--- src/rtl/dram_seq_pkg.sv ---
package dram_seq_pkg;
  typedef enum logic [2:0] {
    PH_IDLE,
    PH_RSETUP,
    PH_ROW,
    PH_CSETUP,
    PH_COL,
    PH_PRE
  } phase_e;

  function automatic int max3(input int a, input int b, input int c);
    int m;
    m = a;
    if (b > m) m = b;
    if (c > m) m = c;
    return m;
  endfunction
endpackage

--- src/rtl/dram_phase_timer.sv ---
module dram_phase_timer #(
  parameter int CNT_W = 2
) (
  input  logic             clk,
  input  logic             rst_n,
  input  logic             load,
  input  logic [CNT_W-1:0] load_val,
  output logic             last
);
  logic [CNT_W-1:0] cnt;

  always_ff @(posedge clk) begin
    if (!rst_n)                cnt <= '0;
    else if (load)             cnt <= load_val;
    else if (cnt != '0)        cnt <= cnt - 1'b1;
  end

  assign last = (cnt == '0);
endmodule

--- src/rtl/dram_seq_fsm.sv ---
module dram_seq_fsm
  import dram_seq_pkg::*;
#(
  parameter int ROW_CYC = 3,
  parameter int COL_CYC = 2,
  parameter int PRE_CYC = 2,
  parameter int CNT_W   = 2
) (
  input  logic             clk,
  input  logic             rst_n,
  input  logic             start,
  input  logic             timer_last,
  output phase_e           phase,
  output logic             timer_load,
  output logic [CNT_W-1:0] timer_val,
  output logic             ras_n,
  output logic             cas_n,
  output logic             done
);
  localparam logic [CNT_W-1:0] ROW_LOAD = CNT_W'(ROW_CYC - 1);
  localparam logic [CNT_W-1:0] COL_LOAD = CNT_W'(COL_CYC - 1);
  localparam logic [CNT_W-1:0] PRE_LOAD = CNT_W'(PRE_CYC - 1);

  phase_e nxt;

  always_comb begin
    nxt        = phase;
    timer_load = 1'b0;
    timer_val  = '0;
    unique case (phase)
      PH_IDLE:   if (start) nxt = PH_RSETUP;
      PH_RSETUP: begin nxt = PH_ROW; timer_load = 1'b1; timer_val = ROW_LOAD; end
      PH_ROW:    if (timer_last) nxt = PH_CSETUP;
      PH_CSETUP: begin nxt = PH_COL; timer_load = 1'b1; timer_val = COL_LOAD; end
      PH_COL:    if (timer_last) begin nxt = PH_PRE; timer_load = 1'b1; timer_val = PRE_LOAD; end
      PH_PRE:    if (timer_last) nxt = PH_IDLE;
      default:   nxt = PH_IDLE;
    endcase
  end

  always_ff @(posedge clk) begin
    if (!rst_n) begin
      phase <= PH_IDLE;
      ras_n <= 1'b1;
      cas_n <= 1'b1;
      done  <= 1'b0;
    end else begin
      phase <= nxt;
      ras_n <= (nxt != PH_ROW);
      cas_n <= (nxt != PH_COL);
      done  <= (phase == PH_PRE) && timer_last;
    end
  end

  AST_NO_DUAL_STROBE: assert property (@(posedge clk) disable iff (!rst_n)
    !(!ras_n && !cas_n));
  AST_IDLE_STROBES_HIGH: assert property (@(posedge clk) disable iff (!rst_n)
    (phase == PH_IDLE) |-> (ras_n && cas_n));
  AST_DONE_ONE_CYCLE: assert property (@(posedge clk) disable iff (!rst_n)
    done |=> !done);
endmodule

--- src/rtl/dram_addr_path.sv ---
module dram_addr_path
  import dram_seq_pkg::*;
#(
  parameter int ADDR_W = 16,
  parameter int DATA_W = 16,
  localparam int HALF_W = ADDR_W / 2
) (
  input  logic              clk,
  input  logic              rst_n,
  input  logic              accept,
  input  phase_e            phase,
  input  logic              timer_last,
  input  logic              req_we,
  input  logic [ADDR_W-1:0] req_addr,
  input  logic [DATA_W-1:0] req_wdata,
  input  logic [DATA_W-1:0] mem_rdata,
  output logic [HALF_W-1:0] mem_addr,
  output logic              we_n,
  output logic [DATA_W-1:0] mem_wdata,
  output logic [DATA_W-1:0] rd_data
);
  logic [HALF_W-1:0] row_q, col_q;
  logic              wr_q;
  logic              row_end, col_end;

  assign row_end = (phase == PH_ROW) && timer_last;
  assign col_end = (phase == PH_COL) && timer_last;

  always_ff @(posedge clk) begin
    if (!rst_n) begin
      row_q     <= '0;
      col_q     <= '0;
      wr_q      <= 1'b0;
      mem_addr  <= '0;
      we_n      <= 1'b1;
      mem_wdata <= '0;
      rd_data   <= '0;
    end else begin
      if (accept) begin
        row_q     <= req_addr[ADDR_W-1:HALF_W];
        col_q     <= req_addr[HALF_W-1:0];
        wr_q      <= req_we;
        mem_wdata <= req_wdata;
        mem_addr  <= req_addr[ADDR_W-1:HALF_W];
      end else if (row_end) begin
        mem_addr  <= col_q;
      end
      if (row_end)      we_n <= ~wr_q;
      else if (col_end) we_n <= 1'b1;
      if (col_end && !wr_q) rd_data <= mem_rdata;
    end
  end

  AST_CAPTURE_HELD: assert property (@(posedge clk) disable iff (!rst_n)
    (phase != PH_IDLE) |=> ($stable(row_q) && $stable(col_q) && $stable(wr_q)));
  AST_READ_NO_WE: assert property (@(posedge clk) disable iff (!rst_n)
    !wr_q |-> we_n);
endmodule

--- src/rtl/dram_addr_seq.sv ---
module dram_addr_seq
  import dram_seq_pkg::*;
#(
  parameter int ADDR_W  = 16,
  parameter int DATA_W  = 16,
  parameter int ROW_CYC = 3,
  parameter int COL_CYC = 2,
  parameter int PRE_CYC = 2,
  localparam int HALF_W = ADDR_W / 2,
  localparam int MAX_C  = max3(ROW_CYC, COL_CYC, PRE_CYC),
  localparam int CNT_W  = (MAX_C > 1) ? $clog2(MAX_C) : 1
) (
  input  logic              clk,
  input  logic              rst_n,
  input  logic              req_valid,
  output logic              req_ready,
  input  logic              req_we,
  input  logic [ADDR_W-1:0] req_addr,
  input  logic [DATA_W-1:0] req_wdata,
  output logic              busy,
  output logic              done,
  output logic [DATA_W-1:0] rd_data,
  output logic [HALF_W-1:0] mem_addr,
  output logic              ras_n,
  output logic              cas_n,
  output logic              we_n,
  output logic [DATA_W-1:0] mem_wdata,
  input  logic [DATA_W-1:0] mem_rdata
);
  phase_e           phase;
  logic             accept;
  logic             t_load, t_last;
  logic [CNT_W-1:0] t_val;

  assign req_ready = (phase == PH_IDLE);
  assign busy      = ~req_ready;
  assign accept    = req_valid && req_ready;

  dram_seq_fsm #(
    .ROW_CYC(ROW_CYC), .COL_CYC(COL_CYC), .PRE_CYC(PRE_CYC), .CNT_W(CNT_W)
  ) u_fsm (
    .clk(clk), .rst_n(rst_n), .start(accept), .timer_last(t_last),
    .phase(phase), .timer_load(t_load), .timer_val(t_val),
    .ras_n(ras_n), .cas_n(cas_n), .done(done)
  );

  dram_phase_timer #(.CNT_W(CNT_W)) u_timer (
    .clk(clk), .rst_n(rst_n), .load(t_load), .load_val(t_val), .last(t_last)
  );

  dram_addr_path #(.ADDR_W(ADDR_W), .DATA_W(DATA_W)) u_path (
    .clk(clk), .rst_n(rst_n), .accept(accept), .phase(phase), .timer_last(t_last),
    .req_we(req_we), .req_addr(req_addr), .req_wdata(req_wdata),
    .mem_rdata(mem_rdata), .mem_addr(mem_addr), .we_n(we_n),
    .mem_wdata(mem_wdata), .rd_data(rd_data)
  );

  AST_ROW_SETUP: assert property (@(posedge clk) disable iff (!rst_n)
    $fell(ras_n) |-> $stable(mem_addr));
  AST_ADDR_HOLD: assert property (@(posedge clk) disable iff (!rst_n)
    (!ras_n || !cas_n) |-> $stable(mem_addr));
  AST_WE_HOLD: assert property (@(posedge clk) disable iff (!rst_n)
    !cas_n |-> ($stable(we_n) && $stable(mem_wdata)));
  AST_DONE_ENDS_BUSY: assert property (@(posedge clk) disable iff (!rst_n)
    $rose(done) |-> ($fell(busy) && ras_n && cas_n));
endmodule

--- config.mk ---
export PLATFORM = sky130hd
export DESIGN_NAME = dram_addr_seq
export DESIGN_NICKNAME = d
export VERILOG_FILES = /design/src/rtl/dram_seq_pkg.sv /design/src/rtl/dram_phase_timer.sv /design/src/rtl/dram_seq_fsm.sv /design/src/rtl/dram_addr_path.sv /design/src/rtl/dram_addr_seq.sv
export SDC_FILE = /design/constraint.sdc
export NUM_CORES = 1
export LEC_CHECK = 0
export BUFFER_PORTS_ARGS = -buffer_cell sky130_fd_sc_hd__buf_2
export CAP_MARGIN = 20
export CORE_AREA = 2 2 75 77
export DETAILED_ROUTE_END_ITERATION = 8
export DIE_AREA = 0 0 77 79
export GPL_TIMING_DRIVEN = 0
export PLACE_DENSITY = 0.77
export SLEW_MARGIN = 15
export SYNTH_ARGS = -nofsm -noshare
export SYNTH_HDL_FRONTEND = slang
export SYNTH_SLANG_ARGS = --single-unit
--- constraint.sdc ---
create_clock -name clk -period 1.7 [get_ports clk]
set_input_delay 0 -clock clk [delete_from_list [all_inputs] [get_ports clk]]
set_output_delay 0 -clock clk [all_outputs]
set_load 0.1 [all_outputs]
==> impl_metrics.prom, run 1 <==
# TYPE chip_impl_metric gauge
chip_impl_metric{name="rrSetupSlack",unit="ns"} 0.08
chip_impl_info{name="run_status",value="finished, final reports clean"} 1
chip_impl_metric{name="design_power_total",unit="W"} 0.00470
chip_impl_metric{name="global_route.overflow_total",unit=""} 0
chip_impl_metric{name="critical-path-max-stage-delay",unit="ns"} 0.39
chip_impl_metric{name="gpl.final_weighted_congestion",unit=""} 0.811
chip_impl_metric{name="grt_pass1_vias",unit=""} 2583
chip_impl_metric{name="peakVddDrop",unit="uV"} 968
chip_impl_metric{name="floorplan.initialDensity",unit=""} 0.457
chip_impl_metric{name="synth.yosys.warnings",unit=""} 0
chip_impl_metric{name="core",unit="um^2"} 5340
chip_impl_metric{name="final.fill_count",unit=""} 414
chip_impl_metric{name="die_width",unit="um"} 77
chip_impl_info{name="r2r-end",value="u_path.mem_wdata[9]"} 1
chip_impl_metric{name="path_depth",unit=""} 6
chip_impl_metric{name="hpwlAfterDp",unit="um"} 4120
chip_impl_metric{name="share_clk_of_total_power",unit=""} 0.266
chip_impl_metric{name="cp.buffers_inverters",unit=""} 3
chip_impl_info{name="setup.worst_path.start_class",value="flop"} 1
chip_impl_metric{name="avgRoutedWirePerCell",unit="um"} 13.9
chip_impl_info{name="synthDominantAreaCellType",value="sky130_fd_sc_hd__dfxtp_1"} 1
chip_impl_metric{name="synthDominantCellAreaShare",unit=""} 0.476
chip_impl_metric{name="drt_pass1_iterations",unit=""} 4
chip_impl_info{name="critical-path-top-delay-family",value="buffers and inverters"} 1
chip_impl_info{name="synthTopCellsByArea",value="sky130_fd_sc_hd__dfxtp_1 (48%), sky130_fd_sc_hd__nand2_1 (13%), sky130_fd_sc_hd__mux2i_1 (10%)"} 1
chip_impl_metric{name="fin_skew",unit="ns"} 0.00478
chip_impl_info{name="critical_path.reg2reg.startpoint",value="u_fsm.phase[1]"} 1
chip_impl_metric{name="net-switching-power",unit="W"} 0.00192
chip_impl_metric{name="r2r.worst_path.cells",unit=""} 6
chip_impl_metric{name="finish.net_count",unit=""} 483
chip_impl_metric{name="final_hold_viol_count",unit=""} 0
chip_impl_info{name="worstHoldPathType",value="in -> reg"} 1
chip_impl_metric{name="drtIter0Drc",unit=""} 111
chip_impl_metric{name="clock_slew_seen_by_the_registers_of_the_worst_setup_and_hold_paths",unit="ns"} 0.06
chip_impl_metric{name="drc",unit=""} 0
chip_impl_info{name="crit_path_frequent_cell",value="sky130_fd_sc_hd__buf_2"} 1
chip_impl_metric{name="p_int",unit="W"} 0.00278
chip_impl_metric{name="synthToLayoutAreaGrowth",unit="%"} 54.4
chip_impl_metric{name="cp.arrival",unit="ns"} 1.88
chip_impl_metric{name="highest_clock_rate",unit="GHz"} 0.618
chip_impl_metric{name="num_rows",unit=""} 27
chip_impl_info{name="cts_tree",value="done"} 1
chip_impl_metric{name="die_h",unit="um"} 79
chip_impl_metric{name="syn_avg_cell_area",unit="um^2"} 8.97
chip_impl_metric{name="port_buffers",unit=""} 97
chip_impl_metric{name="p_leak",unit="nW"} 1.69
chip_impl_metric{name="final.min_clock_period",unit="ns"} 1.62
chip_impl_info{name="critPathSlowestCell",value="sky130_fd_sc_hd__dfxtp_1"} 1
chip_impl_info{name="timing.critical_path.cells",value="buf_2 > nor4b_4 > buf_4 > buf_2 > nand2_1 > a21boi_1"} 1
chip_impl_metric{name="wl_final",unit="um"} 7080
chip_impl_metric{name="grt_max_degree",unit=""} 11
chip_impl_metric{name="synth-seq-area-share",unit=""} 0.476
chip_impl_info{name="worst_setup_path_endpoint",value="u_path.mem_wdata[9]"} 1
chip_impl_metric{name="sequentialPowerShare",unit=""} 0.339
chip_impl_metric{name="ant_nets",unit=""} 0
chip_impl_metric{name="clock_path_buffers",unit=""} 2
chip_impl_metric{name="synth.cell_area",unit="um^2"} 2440
chip_impl_metric{name="synthesized_netlist_cell_count",unit=""} 272
chip_impl_metric{name="i_o_pins",unit=""} 98
chip_impl_metric{name="worst_slew_margin_rel",unit=""} 0.607
chip_impl_metric{name="slew_violations",unit=""} 0
chip_impl_metric{name="max_slew.worst_pin.slew",unit="ns"} 0.590
chip_impl_info{name="crit_start",value="u_fsm.phase[1]"} 1
chip_impl_info{name="post_synth_most_frequent_cells",value="sky130_fd_sc_hd__nand2_1 (84), sky130_fd_sc_hd__dfxtp_1 (58), sky130_fd_sc_hd__mux2i_1 (25)"} 1
chip_impl_info{name="critical_path.endpoint_type",value="flop"} 1
chip_impl_metric{name="worst_ep_required_time",unit="ns"} 1.96
chip_impl_info{name="setup.worst_path.class",value="reg -> reg"} 1
chip_impl_metric{name="min_period_over_period",unit=""} 0.951
chip_impl_metric{name="cts.sinks",unit=""} 58
chip_impl_metric{name="clock_insertion_delay_at_the_later_pin_of_the_skew_report",unit="ns"} 0.33
chip_impl_info{name="most_frequent_cell_after_synthesis",value="sky130_fd_sc_hd__nand2_1"} 1
chip_impl_metric{name="grt.total_usage",unit=""} 0.244
chip_impl_metric{name="async_flop_share",unit=""} 0
chip_impl_metric{name="count_of_flip_flops_with_a_built_in_enable_after_synthesis",unit=""} 0
chip_impl_metric{name="setup_viol",unit=""} 0
chip_impl_metric{name="p_per_area",unit="nW/um^2"} 1250
chip_impl_info{name="clock-root-buffer",value="sky130_fd_sc_hd__clkbuf_8"} 1
chip_impl_metric{name="syn_nets",unit=""} 325
chip_impl_metric{name="power.share.combinational",unit=""} 0.394
chip_impl_metric{name="max_cap_viol_count",unit=""} 0
chip_impl_metric{name="switching_share",unit=""} 0.408
chip_impl_metric{name="drive_gt1_frac",unit=""} 0.308
chip_impl_metric{name="vias",unit=""} 2499
chip_impl_metric{name="fin_worst_hold_slack",unit="ns"} 0.158
chip_impl_metric{name="synth_seq_cells",unit=""} 58
chip_impl_info{name="synth-main-ff-cell",value="sky130_fd_sc_hd__dfxtp_1"} 1
chip_impl_metric{name="routed_via_density",unit=""} 4.92
chip_impl_metric{name="antenna_found_initial",unit=""} 0
chip_impl_metric{name="htree_levels",unit=""} 3
chip_impl_metric{name="post_synth_num_cell_types",unit=""} 41
chip_impl_metric{name="grt_first_pass_wirelength",unit="um"} 11800
chip_impl_metric{name="cp_max_fo",unit=""} 10
chip_impl_metric{name="numCtsBuffers",unit=""} 9
chip_impl_metric{name="die_area",unit="um^2"} 6080
[worst min-delay path by stage]
stage / startpoint / end / cells past startpoint
global route: rst_n / u_fsm.cas_n / 3
CTS: req_valid / u_path.mem_wdata[4] / 4
finish: rst_n / u_fsm.cas_n / 3
global placement: req_wdata[6] / u_path.mem_wdata[6] / 3
detailed placement: req_addr[6] / u_path.col_q[6] / 3
floorplan: req_addr[0] / u_path.col_q[0] / 2
[cells in the final DEF (no fill, tap or decap), types with 5 or more instances in the layout]
cell type,instances
sky130_fd_sc_hd__mux2i_1,24
sky130_fd_sc_hd__dfxtp_1,58
sky130_fd_sc_hd__o21ai_1,8
sky130_fd_sc_hd__o211ai_1,9
sky130_fd_sc_hd__clkbuf_8,14
sky130_fd_sc_hd__buf_2,101
sky130_fd_sc_hd__clkbuf_1,9
sky130_fd_sc_hd__a21boi_1,20
sky130_fd_sc_hd__dlygate4sd3_1,49
sky130_fd_sc_hd__nand2_1,84
sky130_fd_sc_hd__a21boi_0,5
[state kept, by name (all words and copies together), names as in the netlist]
signal	count
u_path.mem_wdata	16
u_path.rd_data	16
u_path.col_q	8
u_path.mem_addr	8
u_fsm.phase	3
u_timer.cnt	2
u_fsm.cas_n	1
u_fsm.done	1
u_fsm.ras_n	1
u_path.we_n	1
u_path.wr_q	1
[through the flow]
stage	TNS, ns	util	worst slack (ns)	cell area, um^2	instances
after global routing	-0.0372	0.705	-0.0147	3760	507
after global placement	-0.436	0.566	-0.0570	3020	441
after CTS	0	0.698	0.00886	3730	506
final	0	0.705	0.0826	3760	508
after floorplan	0	-	0.126	2450	272
after detailed placement	-0.447	0.566	-0.0605	3020	441
[metal layers]
| metal | GRT usage | share of wire |
|---|---|---|
| met3 | 0.0716 | 0.049 |
| met2 | 0.421 | 0.50 |
| met5 | 0 | 0 |
| met1 | 0.280 | 0.41 |
| met4 | 0.113 | 0.033 |
[kinds of logic after synthesis]
kind of cell | share of synthesized area
mux | 0.107
xor+xnor | 0.0108
compound gates | 0.148
simple gates | 0.198
flops | 0.476
fa+ha+maj | 0.00513
buf+inv | 0.0554
[repair_timing]
| item | 4_1_cts | 5_1_grt |
|---|---|---|
| pin swaps | 0 | 1 |
| cloned | 0 | 0 |
| setup buffers | 0 | 2 |
| gates resized for setup | 4 | 10 |
| hold buffers | 49 | 0 |
| endpoints found under the hold margin | 49 | 0 |
| setup endpoints to repair | 10 | 27 |
[power groups by stage]
stage                     Sequential (W)  Combinational, W  Clock (W)
after floorplan                  0.00222          0.000746          0
after global placement           0.00161           0.00164          0
after detailed placement         0.00161           0.00165          0
after CTS                        0.00158           0.00178    0.00126
after global routing             0.00160           0.00197    0.00134
final                            0.00159           0.00185    0.00125
[cell type report]
cell class              instances  area, um^2  area share
flip-flops and latches         58        1160       0.308
clock buffers                  15         196      0.0522
diodes                          1        2.50    0.000665
repair buffers                148        1000       0.267
multi-input cells             187        1160       0.309
plain buffers                  22         124      0.0329
clock inverters                 1        5.00     0.00133
well taps                      72        90.1      0.0239
inverters                       4        18.8     0.00499
[tightest hold or removal path: cells and delay by family]
kind                   cells  cell delay [ns]
buffers and inverters      2             0.33
and+or+nand+nor            1             0.12
Power figures use the tool's default switching activity.
==> run 2: changes to the inputs <==
CORE_AREA = 4 4 77 79   (was 2 2 75 77)
DIE_AREA = 0 0 81 83   (was 0 0 77 79)
==> run 2 against run 1 <==
Against the previous run: wire length is 2.7% higher; clock power about the same; die area rose by 11%; critical path type is now reg -> out; largest cell class is now registers; highest routed layer unchanged.
==> impl_metrics.prom, run 2 (synthesized netlist as in run 1, its figures left out) <==
# TYPE chip_impl_metric gauge
chip_impl_metric{name="insertedDiodeCount",unit=""} 0
chip_impl_metric{name="slew_violations",unit=""} 0
chip_impl_metric{name="synthToLayoutAreaGrowth",unit="%"} 53.5
chip_impl_metric{name="final-instance-count-excl-fill",unit=""} 506
chip_impl_info{name="crit_start",value="u_fsm.phase[0]"} 1
chip_impl_metric{name="hpwlAfterDp",unit="um"} 4440
chip_impl_metric{name="die_h",unit="um"} 83
chip_impl_metric{name="global_route.overflow_total",unit=""} 0
chip_impl_metric{name="grt_first_pass_wirelength",unit="um"} 11700
chip_impl_metric{name="sequentialPowerShare",unit=""} 0.340
chip_impl_info{name="run_status",value="finished, final reports clean"} 1
chip_impl_metric{name="floorplan.initialDensity",unit=""} 0.457
chip_impl_metric{name="worst_ep_required_time",unit="ns"} 1.70
chip_impl_info{name="unrepaired_setup_endpoints_after_global_routing",value="false"} 1
chip_impl_metric{name="i_o_pins",unit=""} 98
chip_impl_info{name="clock-root-buffer",value="sky130_fd_sc_hd__clkbuf_8"} 1
chip_impl_metric{name="net-switching-power",unit="W"} 0.00189
chip_impl_metric{name="clock_path_buffers",unit=""} 2
chip_impl_metric{name="ant_nets",unit=""} 0
chip_impl_metric{name="postLayoutCoreUtil",unit=""} 0.701
chip_impl_metric{name="die_area",unit="um^2"} 6720
chip_impl_info{name="leading_cell_type_in_the_layout_fill_and_taps_excluded",value="sky130_fd_sc_hd__buf_2"} 1
chip_impl_metric{name="clock_insertion_delay_at_the_later_pin_of_the_skew_report",unit="ns"} 0.33
chip_impl_metric{name="avgRoutedWirePerCell",unit="um"} 14.4
chip_impl_metric{name="drive_gt1_frac",unit=""} 0.297
chip_impl_metric{name="worst_slack",unit="ns"} 0.0687
chip_impl_info{name="setup.worst_path.class",value="reg -> out"} 1
chip_impl_metric{name="drc",unit=""} 0
chip_impl_metric{name="min_period_over_period",unit=""} 0.960
chip_impl_metric{name="p_per_area",unit="nW/um^2"} 1250
chip_impl_metric{name="fin_setup_tns",unit="ns"} 0
chip_impl_info{name="critical_path.reg2reg.startpoint",value="u_timer.cnt[0]"} 1
chip_impl_metric{name="port_buffers",unit=""} 97
chip_impl_metric{name="drtIter0Drc",unit=""} 118
chip_impl_info{name="layout_top_registers",value="u_path.mem_wdata: 16 flops, u_path.rd_data: 16 flops"} 1
chip_impl_metric{name="wl_final",unit="um"} 7270
chip_impl_metric{name="grt_max_degree",unit=""} 11
chip_impl_metric{name="numCtsBuffers",unit=""} 9
chip_impl_metric{name="share_clk_of_total_power",unit=""} 0.272
chip_impl_metric{name="vias",unit=""} 2483
chip_impl_metric{name="switching_share",unit=""} 0.405
chip_impl_metric{name="htree_levels",unit=""} 3
chip_impl_metric{name="p_int",unit="W"} 0.00279
chip_impl_metric{name="grt.total_usage",unit=""} 0.222
chip_impl_metric{name="gpl.final_weighted_congestion",unit=""} 0.863
chip_impl_metric{name="setup_viol",unit=""} 0
chip_impl_metric{name="final.min_clock_period",unit="ns"} 1.63
chip_impl_info{name="holdCritStartpoint",value="rst_n"} 1
chip_impl_metric{name="finish.net_count",unit=""} 482
chip_impl_info{name="setup.worst_path.start_class",value="flop"} 1
chip_impl_metric{name="p_leak",unit="nW"} 1.67
chip_impl_metric{name="max_slew.worst_pin.slew",unit="ns"} 0.625
chip_impl_info{name="leading_cell_types_in_the_layout_fill_and_taps_excluded",value="sky130_fd_sc_hd__buf_2 (101), sky130_fd_sc_hd__nand2_1 (84), sky130_fd_sc_hd__dfxtp_1 (58)"} 1
chip_impl_info{name="worstHoldPathType",value="in -> reg"} 1
chip_impl_metric{name="antenna_found_initial",unit=""} 0
chip_impl_metric{name="final_hold_viol_count",unit=""} 0
chip_impl_metric{name="peakVddDrop",unit="uV"} 896
chip_impl_metric{name="postPlaceCellArea",unit="um^2"} 3020
chip_impl_info{name="cts_tree",value="done"} 1
chip_impl_metric{name="cp.arrival",unit="ns"} 1.63
chip_impl_metric{name="fin_skew",unit="ns"} 0.00473
chip_impl_metric{name="max_cap_viol_count",unit=""} 0
chip_impl_metric{name="worst_slew_margin_rel",unit=""} 0.584
chip_impl_metric{name="drt_pass1_iterations",unit=""} 4
chip_impl_metric{name="cp_max_fo",unit=""} 10
chip_impl_metric{name="clock_slew_seen_by_the_registers_of_the_worst_setup_and_hold_paths",unit="ns"} 0.06
chip_impl_metric{name="routed_via_density",unit=""} 4.91
chip_impl_metric{name="num_rows",unit=""} 27
chip_impl_metric{name="grt_pass1_vias",unit=""} 2511
chip_impl_metric{name="pre_cts_slack",unit="ns"} -0.0863
chip_impl_metric{name="placed_cells_incl_taps",unit=""} 441
chip_impl_metric{name="core",unit="um^2"} 5340
chip_impl_metric{name="power.share.combinational",unit=""} 0.388
chip_impl_info{name="critical_path.endpoint_type",value="output pin"} 1
chip_impl_metric{name="finalInstanceArea",unit="um^2"} 3740
chip_impl_metric{name="cts.sinks",unit=""} 58
chip_impl_metric{name="highest_clock_rate",unit="GHz"} 0.613
chip_impl_metric{name="die_width",unit="um"} 81
[run 2: through the flow]
| stage | hold slack (ns) | total power, W |
|---|---|---|
| after floorplan | 0.135 | 0.00297 |
| after global routing | 0.178 | 0.00488 |
| final | 0.136 | 0.00468 |
| after global placement | 0.239 | 0.00325 |
| after CTS | 0.130 | 0.00467 |
| after detailed placement | 0.248 | 0.00328 |
[run 2: final timing paths]
path | endpoint | slack [ns] | cells after the start
setup reg to reg | u_path.rd_data[12] | 0.09 | 6
hold reg to reg | u_path.col_q[0] | 0.45 | 2
hold / removal | u_fsm.cas_n | 0.14 | 3
setup / recovery | req_ready | 0.07 | 5
[run 2: critical path, cell delays in order, from the launching register on]
cell and delay (ns):
sky130_fd_sc_hd__dfxtp_1 0.30, sky130_fd_sc_hd__buf_6 0.13, sky130_fd_sc_hd__clkbuf_2 0.18, sky130_fd_sc_hd__or3_4 0.41, sky130_fd_sc_hd__clkinvlp_4 0.08, sky130_fd_sc_hd__buf_6 0.21
[run 2: repair_timing]
| item | 4_1_cts | 5_1_grt |
|---|---|---|
| endpoints found under the hold margin | 49 | 0 |
| setup endpoints to repair | 10 | 30 |
| pin swaps | 0 | 1 |
| setup buffers | 0 | 1 |
| hold buffers | 49 | 0 |
| gates resized for setup | 5 | 4 |
[run 2: per-layer routing]
layer	share of wire	global-route usage	up-vias	wire, um
li1	-	-	1223	-
met1	0.40	0.259	1172	2890
met2	0.53	0.380	73	3830
met3	0.053	0.0521	15	385
met4	0.024	0.0968	0	171
met5	0	0	-	0
[run 2: final cells by class]
| type | instances | area (um^2) |
|---|---|---|
| fillers | 423 | 1600 |
| multi-input cells | 187 | 1160 |
| plain buffers | 22 | 123 |
| inverters | 4 | 18.8 |
| clock inverters | 2 | 35.0 |
| well taps | 72 | 90.1 |
| repair buffers | 147 | 992 |
| clock buffers | 14 | 163 |
| flip-flops and latches | 58 | 1160 |
[run 2: power groups by stage]
stage,logic (W),clock network (W),registers [W]
floorplan,0.000746,0,0.00222
global placement,0.00165,0,0.00160
detailed placement,0.00167,0,0.00161
CTS,0.00179,0.00129,0.00158
global route,0.00193,0.00135,0.00160
finish,0.00182,0.00127,0.00159
==> run 3: changes to the inputs <==
BUFFER_PORTS_ARGS = -buffer_cell sky130_fd_sc_hd__buf_4   (was -buffer_cell sky130_fd_sc_hd__buf_2)
==> run 3 against run 2 <==
Against the previous run: clock-buffer cell count is 1 lower; sequential power barely moved; first-iteration DRC count grew 0.85%; global-route usage grew 0.24 points; hold slack better by 0.030 ns; final area rose by 5.7%; non-clock buffer count did not move; sequential share of layout area shrank 1.7 points; largest power group unchanged.
==> impl_metrics.prom, run 3 (synthesized netlist as in run 1, its figures left out) <==
# TYPE chip_impl_metric gauge
chip_impl_info{name="run_status",value="finished, final reports clean"} 1
chip_impl_metric{name="wl_final",unit="um"} 7580
chip_impl_metric{name="finalInstanceArea",unit="um^2"} 3960
chip_impl_metric{name="core",unit="um^2"} 5340
chip_impl_metric{name="final_hold_viol_count",unit=""} 0
chip_impl_metric{name="drt_pass1_iterations",unit=""} 4
chip_impl_metric{name="worst_ep_required_time",unit="ns"} 1.70
chip_impl_metric{name="routed_via_density",unit=""} 5.00
chip_impl_metric{name="gpl.final_weighted_congestion",unit=""} 0.868
chip_impl_info{name="crit_start",value="u_fsm.phase[0]"} 1
chip_impl_metric{name="clock_insertion_delay_at_the_later_pin_of_the_skew_report",unit="ns"} 0.32
chip_impl_info{name="clock-root-buffer",value="sky130_fd_sc_hd__clkbuf_8"} 1
chip_impl_metric{name="highest_clock_rate",unit="GHz"} 0.618
chip_impl_metric{name="floorplan.initialDensity",unit=""} 0.457
chip_impl_metric{name="avgRoutedWirePerCell",unit="um"} 14.9
chip_impl_metric{name="final.min_clock_period",unit="ns"} 1.62
chip_impl_metric{name="pre_cts_slack",unit="ns"} -0.142
chip_impl_metric{name="ant_nets",unit=""} 0
chip_impl_metric{name="drtIter0Drc",unit=""} 119
chip_impl_metric{name="finish.net_count",unit=""} 482
chip_impl_info{name="holdCritStartpoint",value="rst_n"} 1
chip_impl_metric{name="grt_first_pass_wirelength",unit="um"} 11800
chip_impl_info{name="critical_path.reg2reg.startpoint",value="u_fsm.phase[1]"} 1
chip_impl_metric{name="i_o_pins",unit=""} 98
chip_impl_metric{name="htree_levels",unit=""} 3
chip_impl_metric{name="hpwlAfterDp",unit="um"} 4580
chip_impl_metric{name="timing.hold.worst_path_depth",unit=""} 3
chip_impl_metric{name="power.share.combinational",unit=""} 0.420
chip_impl_metric{name="clock_slew_seen_by_the_registers_of_the_worst_setup_and_hold_paths",unit="ns"} 0.06
chip_impl_metric{name="postPlaceCellArea",unit="um^2"} 3270
chip_impl_metric{name="placed_cells_incl_taps",unit=""} 441
chip_impl_metric{name="p_leak",unit="nW"} 1.71
chip_impl_metric{name="cts.sinks",unit=""} 58
chip_impl_metric{name="rrSetupSlack",unit="ns"} 0.11
chip_impl_metric{name="grt_max_degree",unit=""} 11
chip_impl_metric{name="cp.arrival",unit="ns"} 1.62
chip_impl_metric{name="drive_gt1_frac",unit=""} 0.300
chip_impl_info{name="setup.worst_path.class",value="reg -> out"} 1
chip_impl_metric{name="antenna_found_initial",unit=""} 0
chip_impl_metric{name="vias",unit=""} 2536
chip_impl_info{name="unrepaired_setup_endpoints_after_global_routing",value="true"} 1
chip_impl_metric{name="max_slew.worst_pin.slew",unit="ns"} 0.636
chip_impl_metric{name="port_buffers",unit=""} 97
chip_impl_metric{name="min_period_over_period",unit=""} 0.952
chip_impl_info{name="setup.worst_path.start_class",value="flop"} 1
chip_impl_metric{name="slew_violations",unit=""} 0
chip_impl_metric{name="p_per_area",unit="nW/um^2"} 1160
chip_impl_metric{name="global_route.overflow_total",unit=""} 0
chip_impl_metric{name="grt.total_usage",unit=""} 0.225
chip_impl_metric{name="final-instance-count-excl-fill",unit=""} 507
chip_impl_metric{name="numCtsBuffers",unit=""} 9
chip_impl_metric{name="r2r.worst_path.cells",unit=""} 5
chip_impl_metric{name="sequentialPowerShare",unit=""} 0.348
chip_impl_info{name="cts_tree",value="done"} 1
chip_impl_metric{name="clock_path_buffers",unit=""} 2
chip_impl_metric{name="grt_pass1_vias",unit=""} 2585
chip_impl_metric{name="share_clk_of_total_power",unit=""} 0.232
chip_impl_metric{name="die_h",unit="um"} 83
chip_impl_metric{name="p_int",unit="W"} 0.00268
chip_impl_metric{name="drc",unit=""} 0
chip_impl_info{name="critical_path.endpoint_type",value="output pin"} 1
chip_impl_metric{name="num_rows",unit=""} 27
chip_impl_metric{name="max_cap_viol_count",unit=""} 0
chip_impl_metric{name="fin_worst_hold_slack",unit="ns"} 0.167
chip_impl_metric{name="switching_share",unit=""} 0.415
chip_impl_metric{name="net-switching-power",unit="W"} 0.00190
chip_impl_metric{name="synthToLayoutAreaGrowth",unit="%"} 62.2
chip_impl_metric{name="worst_slew_margin_rel",unit=""} 0.576
chip_impl_metric{name="worst_slack",unit="ns"} 0.0814
chip_impl_metric{name="setup_viol",unit=""} 0
chip_impl_info{name="worstHoldPathType",value="in -> reg"} 1
chip_impl_metric{name="final.fill_count",unit=""} 395
chip_impl_info{name="leading_cell_type_in_the_layout_fill_and_taps_excluded",value="sky130_fd_sc_hd__buf_4"} 1
chip_impl_metric{name="die_width",unit="um"} 81
chip_impl_metric{name="peakVddDrop",unit="uV"} 719
chip_impl_info{name="layout_top_registers",value="u_path.mem_wdata: 16 flops, u_path.rd_data: 16 flops"} 1
chip_impl_metric{name="die_area",unit="um^2"} 6720
chip_impl_metric{name="fin_skew",unit="ns"} 0.00555
chip_impl_metric{name="cp_max_fo",unit=""} 10
chip_impl_info{name="leading_cell_types_in_the_layout_fill_and_taps_excluded",value="sky130_fd_sc_hd__buf_4 (97), sky130_fd_sc_hd__nand2_1 (84), sky130_fd_sc_hd__dfxtp_1 (58)"} 1
[run 3: final timing paths]
kind / endpoint
setup / recovery: req_ready
hold reg to reg: u_path.col_q[0]
setup reg to reg: u_path.col_q[1]
hold / removal: u_fsm.cas_n
[run 3: power by group through the flow]
stage,clock [W],combinational [W],sequential [W]
6_report,0.00106,0.00192,0.00159
5_1_grt,0.00113,0.00203,0.00161
4_1_cts,0.00108,0.00188,0.00159
3_5_place_dp,0,0.00177,0.00162
3_3_place_gp,0,0.00175,0.00161
2_1_floorplan,0,0.000746,0.00222
[run 3: layer usage]
metal	track usage	part of all wire
met3	0.0683	0.057
met5	0	0
met4	0.108	0.037
met2	0.394	0.53
met1	0.239	0.37
[run 3: timing repair]
item	CTS	global route
pin swaps	0	1
setup buffers	0	1
endpoints found under the setup margin	9	36
resized for setup	2	8
hold buffers	49	0
hold endpoints to repair	49	0
[run 3: metrics by stage]
stage,utilization,setup TNS [ns],total power [W]
6_report,0.741,0,0.00458
5_1_grt,0.741,-0.00700,0.00477
4_1_cts,0.736,0,0.00455
3_5_place_dp,0.612,-1.04,0.00339
3_3_place_gp,0.612,-0.596,0.00336
2_1_floorplan,-,0,0.00297
[run 3: area by class of cell]
class / count / area, um^2 / share of cell area
sequential: 58 / 1160 / 0.294
clock buffer: 13 / 149 / 0.0376
clock inverter: 3 / 15.0 / 0.00380
timing repair buffer: 147 / 1230 / 0.311
inverter: 4 / 18.8 / 0.00475
tap: 72 / 90.1 / 0.0228
antenna: 1 / 2.50 / 0.000633
buffer: 22 / 125 / 0.0316
multi-input combinational: 187 / 1160 / 0.294
[run 3: worst max-delay path: stages, from the launching register on]
cell	delay [ns]
sky130_fd_sc_hd__dfxtp_1	0.30
sky130_fd_sc_hd__buf_6	0.13
sky130_fd_sc_hd__clkbuf_2	0.17
sky130_fd_sc_hd__or3_4	0.40
sky130_fd_sc_hd__clkinvlp_4	0.08
sky130_fd_sc_hd__buf_6	0.21
